## src/rtl/irq_agg_pkg.sv

```systemverilog
package irq_agg_pkg;
    localparam int N_SRC    = 4;
    localparam int SUM_TXCP = 3;
    localparam int SUM_RXCP = 2;
    localparam int SUM_TXCB = 1;
    localparam int SUM_RXCB = 0;

    typedef enum logic {
        BUS_IDLE = 1'b0,
        BUS_RSP  = 1'b1
    } bus_state_t;
endpackage

```

## src/rtl/irq_cause_latch.sv

```systemverilog
module irq_cause_latch #(
    parameter int N = 3
) (
    input  logic         clk,
    input  logic         rst_n,
    input  logic [N-1:0] evt,
    input  logic         clr,
    input  logic         en_we,
    input  logic [N-1:0] en_wdata,
    output logic [N-1:0] lat,
    output logic [N-1:0] en,
    output logic         pend
);
    always_ff @(posedge clk) begin
        if (!rst_n) begin
            lat <= '0;
            en  <= '0;
        end else begin
            lat <= (lat & ~{N{clr}}) | evt;
            if (en_we)
                en <= en_wdata;
        end
    end

    assign pend = |(lat & en);
endmodule

```

## src/rtl/irq_bus_fsm.sv

```systemverilog
module irq_bus_fsm
    import irq_agg_pkg::*;
#(
    parameter int DATA_W = 8
) (
    input  logic              clk,
    input  logic              rst_n,
    input  logic              rd_en,
    input  logic [DATA_W-1:0] sel_data,
    output logic [DATA_W-1:0] rd_data
);
    bus_state_t        state, state_nx;
    logic [DATA_W-1:0] cap;

    always_comb begin
        state_nx = state;
        unique case (state)
            BUS_IDLE: if (rd_en) state_nx = BUS_RSP;
            BUS_RSP:  state_nx = rd_en ? BUS_RSP : BUS_IDLE;
            default:  state_nx = BUS_IDLE;
        endcase
    end

    always_ff @(posedge clk) begin
        if (!rst_n) state <= BUS_IDLE;
        else        state <= state_nx;
    end

    always_ff @(posedge clk) begin
        if (!rst_n)     cap <= '0;
        else if (rd_en) cap <= sel_data;
    end

    always_comb begin
        unique case (state)
            BUS_RSP: rd_data = cap;
            default: rd_data = '0;
        endcase
    end
endmodule

```

## src/rtl/irq_status_agg.sv

```systemverilog
module irq_status_agg
    import irq_agg_pkg::*;
#(
    parameter int              ADDR_W       = 8,
    parameter int              DATA_W       = 8,
    parameter int              N_RXCP       = 4,
    parameter int              N_CB         = 3,
    parameter logic [ADDR_W-1:0] SUMMARY_ADDR = 8'h05,
    parameter logic [ADDR_W-1:0] TXCP_ST    = 8'h72,
    parameter logic [ADDR_W-1:0] RXCP_ST    = 8'h61,
    parameter logic [ADDR_W-1:0] TXCB_ST    = 8'h80,
    parameter logic [ADDR_W-1:0] RXCB_ST    = 8'h7D,
    parameter logic [ADDR_W-1:0] TXCP_EN    = 8'h73,
    parameter logic [ADDR_W-1:0] RXCP_EN    = 8'h62,
    parameter logic [ADDR_W-1:0] TXCB_EN    = 8'h81,
    parameter logic [ADDR_W-1:0] RXCB_EN    = 8'h7E,
    localparam int             EN_W         = (N_RXCP > N_CB) ? N_RXCP : N_CB
) (
    input  logic              clk,
    input  logic              rst_n,
    input  logic [ADDR_W-1:0] addr,
    input  logic              rd_en,
    input  logic              wr_en,
    input  logic [EN_W-1:0]   wr_data,
    output logic [DATA_W-1:0] rd_data,
    input  logic              evt_txcp,
    input  logic [N_RXCP-1:0] evt_rxcp,
    input  logic [N_CB-1:0]   evt_txcb,
    input  logic [N_CB-1:0]   evt_rxcb,
    output logic              irq
);
    logic [0:0]        lat_txcp, en_txcp;
    logic [N_RXCP-1:0] lat_rxcp, en_rxcp;
    logic [N_CB-1:0]   lat_txcb, en_txcb, lat_rxcb, en_rxcb;
    logic              clr_txcp, clr_rxcp, clr_txcb, clr_rxcb;
    logic [N_SRC-1:0]  summary;
    logic [DATA_W-1:0] sel_data;

    assign clr_txcp = rd_en && (addr == TXCP_ST);
    assign clr_rxcp = rd_en && (addr == RXCP_ST);
    assign clr_txcb = rd_en && (addr == TXCB_ST);
    assign clr_rxcb = rd_en && (addr == RXCB_ST);

    irq_cause_latch #(.N(1)) u_txcp (
        .clk(clk), .rst_n(rst_n), .evt(evt_txcp), .clr(clr_txcp),
        .en_we(wr_en && (addr == TXCP_EN)), .en_wdata(wr_data[0:0]),
        .lat(lat_txcp), .en(en_txcp), .pend(summary[SUM_TXCP])
    );

    irq_cause_latch #(.N(N_RXCP)) u_rxcp (
        .clk(clk), .rst_n(rst_n), .evt(evt_rxcp), .clr(clr_rxcp),
        .en_we(wr_en && (addr == RXCP_EN)), .en_wdata(wr_data[N_RXCP-1:0]),
        .lat(lat_rxcp), .en(en_rxcp), .pend(summary[SUM_RXCP])
    );

    irq_cause_latch #(.N(N_CB)) u_txcb (
        .clk(clk), .rst_n(rst_n), .evt(evt_txcb), .clr(clr_txcb),
        .en_we(wr_en && (addr == TXCB_EN)), .en_wdata(wr_data[N_CB-1:0]),
        .lat(lat_txcb), .en(en_txcb), .pend(summary[SUM_TXCB])
    );

    irq_cause_latch #(.N(N_CB)) u_rxcb (
        .clk(clk), .rst_n(rst_n), .evt(evt_rxcb), .clr(clr_rxcb),
        .en_we(wr_en && (addr == RXCB_EN)), .en_wdata(wr_data[N_CB-1:0]),
        .lat(lat_rxcb), .en(en_rxcb), .pend(summary[SUM_RXCB])
    );

    always_comb begin
        sel_data = '0;
        if      (addr == SUMMARY_ADDR) sel_data[N_SRC-1:0]  = summary;
        else if (addr == TXCP_ST)      sel_data[0:0]        = lat_txcp;
        else if (addr == RXCP_ST)      sel_data[N_RXCP-1:0] = lat_rxcp;
        else if (addr == TXCB_ST)      sel_data[N_CB-1:0]   = lat_txcb;
        else if (addr == RXCB_ST)      sel_data[N_CB-1:0]   = lat_rxcb;
        else if (addr == TXCP_EN)      sel_data[0:0]        = en_txcp;
        else if (addr == RXCP_EN)      sel_data[N_RXCP-1:0] = en_rxcp;
        else if (addr == TXCB_EN)      sel_data[N_CB-1:0]   = en_txcb;
        else if (addr == RXCB_EN)      sel_data[N_CB-1:0]   = en_rxcb;
    end

    irq_bus_fsm #(.DATA_W(DATA_W)) u_bus (
        .clk(clk), .rst_n(rst_n), .rd_en(rd_en),
        .sel_data(sel_data), .rd_data(rd_data)
    );

    assign irq = |summary;
endmodule

```

## config.mk

```make
export PLATFORM = sky130hd
export DESIGN_NAME = irq_status_agg
export DESIGN_NICKNAME = d
export VERILOG_FILES = /design/src/rtl/irq_agg_pkg.sv /design/src/rtl/irq_cause_latch.sv /design/src/rtl/irq_bus_fsm.sv /design/src/rtl/irq_status_agg.sv
export SDC_FILE = /design/constraint.sdc
export NUM_CORES = 1
export LEC_CHECK = 0
export BUFFER_PORTS_ARGS = -buffer_cell sky130_fd_sc_hd__buf_2
export CAP_MARGIN = 10
export CORE_ASPECT_RATIO = 0.8
export CORE_MARGIN = 1.5
export CORE_UTILIZATION = 35
export CTS_CLUSTER_DIAMETER = 120
export DETAILED_ROUTE_END_ITERATION = 10
export HOLD_SLACK_MARGIN = 0.15
export PLACE_DENSITY = 0.65
export SYNTH_ARGS = -nofsm -noshare
export SYNTH_HDL_FRONTEND = slang
export SYNTH_SLANG_ARGS = --single-unit
```

## constraint.sdc

```tcl
create_clock -name clk -period 1.65 [get_ports clk]
set_input_delay 0.0825 -clock clk [delete_from_list [all_inputs] [get_ports clk]]
set_output_delay 0.0825 -clock clk [all_outputs]
set_load 0.1 [all_outputs]
```

# ---- Yosys cells after proc, flatten, opt, wreduce, memory -nomap -nowiden
# Cells that the tools add are included.
dict set report word_totals {
  register_bits 27
  latchBits 0
  mem_bits_rw 0
  rom_bits 0
  out_inout_bits 9
  word_cells 63
  n_memories 0
}
dict set report classes {
  addsub 0
  n_mul 0
  div 0
  magnitude_cmp 0
  eq_ne 9
  shifts 0
  n_mux 16
  bitwise 16
  n_reduce_logical 12
}
# operator n
set op_table {}
lappend op_table {{8-bit by 7-bit equality test with 1-bit output, second input constant} 6}
lappend op_table {{3-bit 2-to-1 mux} 7}
lappend op_table {{8-bit equality test, second input constant} 2}
lappend op_table {{3-bit bitwise AND} 4}
lappend op_table {{4-bit 2-to-1 mux} 3}
lappend op_table {{11-bit OR reduction} 1}
lappend op_table {{4-bit bitwise AND} 2}
lappend op_table {{8-bit by 3-bit equality test with 1-bit output, second input constant} 1}
lappend op_table {{1-bit logical AND} 8}
lappend op_table {{1-bit 2-to-1 mux} 6}
lappend op_table {{3-bit inverter} 2}
lappend op_table {{3-bit OR} 2}
lappend op_table {{3-bit OR reduction} 2}
lappend op_table {{4-bit inverter} 1}
lappend op_table {{4-bit OR} 1}
lappend op_table {{4-bit OR reduction} 1}
lappend op_table {{1-bit bitwise AND} 2}
lappend op_table {{1-bit inverter} 1}
lappend op_table {{1-bit OR} 1}

# ---- Logic depth before layout (Yosys ltp)
dict set report depth {
  depth_word 10
  depth_mapped 6
  mapped_depth_nobuf 5
}

# ---- Modules after synthesis
# A second synthesis with hierarchy kept.
dict set report hier_totals {
  hier_cells 197
  area_unflattened_um2 1813.0
}
# module n_inst cells_per_inst area_per_inst_um2
set modules_own_cells {}
lappend modules_own_cells {irq_status_agg 1 87 590.6}
lappend modules_own_cells {{irq_cause_latch (u_rxcb ...)} 2 20 224.0}
lappend modules_own_cells {irq_bus_fsm 1 35 379.1}
lappend modules_own_cells {{irq_cause_latch (u_rxcp)} 1 28 310.3}
lappend modules_own_cells {{irq_cause_latch (u_txcp)} 1 7 85.1}

# ---- Least setup slack after synthesis
# Ideal clock, no wire load.
dict set report synth_timing {
  path_kind {register to output}
  startpoint {register u_rxcp.lat[2]}
  endpoint {output port irq}
  t_arrival_ns 1.732
  slack_ns -0.165
  path_stages_with_launch 4
  n_path_buf 0
  cell_sequence {dfxtp_1 a22o_1 a221oi_1 nand4b_1}
}
dict set report synth_between {
  elab_chain_cells 2
}
# item line
set synth_rtl {}
lappend synth_rtl {{start: declaration} irq_cause_latch.sv:10} ;# output logic [N-1:0] lat,
lappend synth_rtl {{start signal: assignment} irq_cause_latch.sv:19} ;# lat <= (lat & ~{N{clr}}) | evt;
lappend synth_rtl {{4-bit bitwise AND} irq_cause_latch.sv:25} ;# assign pend = |(lat & en);
lappend synth_rtl {{11-bit OR reduction} irq_status_agg.sv:86} ;# assign irq = |summary;
lappend synth_rtl {{end: declaration} irq_status_agg.sv:30} ;# output logic irq
# Every way passes these cells.

# ---- Worst setup path in the final report
dict set report layout_timing {
  startpoint {register u_rxcb.lat[1]}
  endpoint {output port irq}
}
dict set report layout_between {
  elab_chain_cells 2
}
# item line
set layout_rtl {}
lappend layout_rtl {{start: declaration} irq_cause_latch.sv:10}
lappend layout_rtl {{start signal: assignment} irq_cause_latch.sv:19}
lappend layout_rtl {{3-bit bitwise AND} irq_cause_latch.sv:25}
lappend layout_rtl {{11-bit OR reduction} irq_status_agg.sv:86}
# Every way passes these cells.

==> run summary <==
By instance count, the leading cell after synthesis is sky130_fd_sc_hd__nor2_1. The global route total overflow is 0. The area fraction in and, or, nand and nor cells after synthesis came out at 0.292.

After synthesis, the largest family of logic cells by area is simple AND/OR/NAND/NOR gates. The clock tree from TritonCTS is done. The CTS H-tree depth came out at 1.

The number of antenna diodes is 0. The number of top-level pins came out at 36. The top routing layer in use is met4.

The pre-antenna-repair detailed-routing pass consisted of 6 iterations. By count the netlist is led by 29 x sky130_fd_sc_hd__nor2_1, 27 x sky130_fd_sc_hd__dfxtp_1, 16 x sky130_fd_sc_hd__a21oi_1. CTS placed an instance of sky130_fd_sc_hd__clkbuf_8 at the clock tree root. The met1 wire length is 1.89 mm. The portion of synthesized area spent on multiplexers is 0.0771. The number of inserted filler cells in the final layout came out at 394. The portion of the clock cycle consumed by the worst path in the final layout came out at 0.971. The area share of fa/ha/maj cells after synthesis is 0. Dividing total power by cell area gives a power density of 718 mW/mm².

The synthesized area divided by synthesized cell count is 8.56 µm². The post-synthesis xor/xnor area fraction is 0. For this run, the share of the core covered by cells in the final layout is 0.481. The core outline area is 0.00385 mm².

The overall die height is 60.2 µm. The worst hold path passes through 3 cells. From synthesis to final layout, the design area changed by 29.7%. The fraction of registers with async set or reset after synthesis came out at 0. Among all flip-flop cells after synthesis, the most frequent one is sky130_fd_sc_hd__dfxtp_1.

The area of the die is 0.00448 mm². The setup violation total in the final timing report came out at 0. The half-perimeter wire length after placement came out at ~2.9 mm.

In the routed design, unresolved DRC markers number 0. The final wirelength is 3.82 mm. The critical path class is flop to primary output. The post-synthesis sequential element count came out at 27. The worst path required time came out at 1570 ps. The count of buffers inserted at the top-level ports is 31.

The global-route wire length before repair is 6.10 mm. The endpoint of the worst hold-timing path is u_bus.state. Setup repair after global routing could not meet its margin everywhere. Clock-pin slew was measured on the worst setup and hold paths at 100 ps.

The synthesized netlist contains 46 unique library cells. The initial antenna violation count came out at 0. The startpoint of the lowest-slack hold path is rd_en. For this configuration, the core starts out at a cell density of 0.371.

The count of flip-flops with a built-in enable after synthesis came out at 0. The number of warnings issued by yosys is 0. The worst setup path is launched from a flop. The largest net degree at the start of global routing is 24. Along the worst path, the maximum fanout reaches 3.

The synthesized design spends more area on one cell type than any other, namely sky130_fd_sc_hd__dfxtp_1. Data arrives at the worst endpoint at 1520 ps. The worst register-to-register path ends at u_bus.cap[0]. The met2 layer wire length in the routed design is 1.59 mm. The worst setup path is captured at a primary output.

Hold is met by 152 ps. The max-cap violation count came out at 0. Subtracting the final worst setup slack from the clock period gives 1600 ps. Once placement completed, the tool counted placed cells totaling 249.

The peak clock frequency supported by timing came out at about 0.62 GHz. The count of antenna-violating nets left after detailed routing is 0. The share of post-route cells with drive strength above 1 came out at 0.270. The number of cells on the worst reg-to-reg path came out at 5. The startpoint of the worst-slack reg-to-reg timing path is u_rxcp.en[0]. The count of routing violations after the opening detailed-route iteration came out at 150. The maximum root-to-sink buffer count came out at 2.

The worst hold path belongs to the class input port to flop. The routability congestion estimate from global placement is 0.888. The area fraction in compound gates after synthesis came out at 0.194.

The worst-case IR drop observed on VDD is 0.000486 V. The net total in the final layout is between 200 and 250. The number of rows in the core area came out at 20. The portion of synthesized cell area occupied by the leading cell type came out at 0.378. The clock insertion delay at the later pin of the skew report is 280 ps.

The final cell count without fillers is 270. The number of global-route vias before repair is 1,225. By area the synthesized netlist is led by sky130_fd_sc_hd__dfxtp_1 38%, sky130_fd_sc_hd__mux2i_1 7.7%, sky130_fd_sc_hd__nor2_1 7.6%. The global-route total usage across every layer is 0.181. The synthesized netlist occupies a cell area of 0.00143 mm².

The number of failing hold endpoints at the final stage is 0. The setup skew after layout came out at 2.79 ps. The met3 wirelength from detailed routing came out at 321 µm. The final count of pins violating max slew is 0. The sink count of the clock tree came out at 27. In the routed layout, each cell is associated on average with a via count of 5.34. Across all layers, the routed design uses 1,441 vias. In this run the register-to-register setup slack is 210 ps. The die width is 74.4 µm. The number of standard cells after synthesis came out at 167. The cell leakage power is 0.827 nW. In this run, CTS created clock tree buffers numbering 3. The flow ran to the end, and the final reports show no timing, DRC or antenna violations. The routed length per instance came out at 14.1 µm. The sequential fraction of the synthesis area is 0.378.
## sequential cells by signal (all words and copies together) (netlist names)
register and cells:
u_rxcp.en 4, u_rxcb.lat 3, u_bus.cap 4, u_rxcb.en 3, u_txcb.lat 3, u_txcb.en 3
u_txcp.lat 1, u_bus.state 1, u_txcp.en 1, u_rxcp.lat 4
## kinds of logic after synthesis
family          Yosys count
mux                      11
buf+inv                  14
other cells               1
compound gates           39
simple gates             75
flops                    27
## layout make-up
class / instances / area, µm² / area share
clock buffer: 3 / 41.3 / 0.0223
inverter: 4 / 15.0 / 0.00810
timing repair buffer: 51 / 352 / 0.190
sequential: 27 / 541 / 0.292
tap: 55 / 68.8 / 0.0371
clock inverter: 1 / 8.76 / 0.00473
multi-input combinational: 129 / 827 / 0.446
## worst max-delay path by stage
stage,startpoint,endpoint,slack (ps),depth (start not counted)
final,u_rxcb.lat[1],irq,50,3
after global routing,u_rxcp.lat[2],irq,-30,4
after CTS,u_rxcb.lat[1],irq,40,3
after detailed placement,addr[3],u_bus.cap[1],100,6
after floorplan,u_rxcp.lat[2],irq,-90,3
after global placement,addr[3],u_bus.cap[1],140,6
## cell usage in the layout (no fill, tap or decap), drive strengths merged, types with 2 or more instances in the layout
cell and count:
buf 35, nor2 29, dfxtp 27, a21oi 16
dlygate4sd3 16, mux2i 11, nand2 7, and3 7
nand3 6, and2 5, inv 5, conb 4
nor3 4, a222oi 3, nand4 3, a32oi 3
o21ai 3, clkbuf 3, or3 3, and3b 2
a211o 2, a31oi 2, nor2b 2, a41oi 2
## metrics by stage
stage / cell area (µm²) / total power, mW / setup TNS (ps) / setup WS (ps)
floorplan: 1450 / 0.842 / -90.9 / -90.9
global placement: 1630 / 0.904 / 0 / 135
detailed placement: 1630 / 0.906 / 0 / 98.5
CTS: 1840 / 1.34 / 0 / 43.1
global route: 1850 / 1.39 / -31.3 / -31.3
finish: 1850 / 1.33 / 0 / 48.2
## layer usage
metal / vias up / global-route usage
li1: 702 / -
met3: 5 / 0.0489
met2: 59 / 0.254
met4: 0 / 0.0312
met5: - / 0
met1: 675 / 0.276
## power by group
part | leakage [nW] | internal [mW] | switching (mW)
Sequential | 0.222 | 0.677 | 0.0233
Combinational | 0.579 | 0.0860 | 0.135
Clock | 0.0261 | 0.178 | 0.230
## what timing repair did
item,4_1_cts,5_1_grt
endpoints found under the setup margin,1,2
pin swaps,0,1
endpoints found under the hold margin,26,0
setup buffers,0,1
hold buffers,16,0
gates resized for setup,1,2
## worst max-delay path, stage by stage (launching register included)
cell                       delay [ps]
sky130_fd_sc_hd__dfxtp_1          340
sky130_fd_sc_hd__a222oi_1         460
sky130_fd_sc_hd__nand4b_1         200
sky130_fd_sc_hd__buf_6            230
Power figures use the tool's default switching activity.
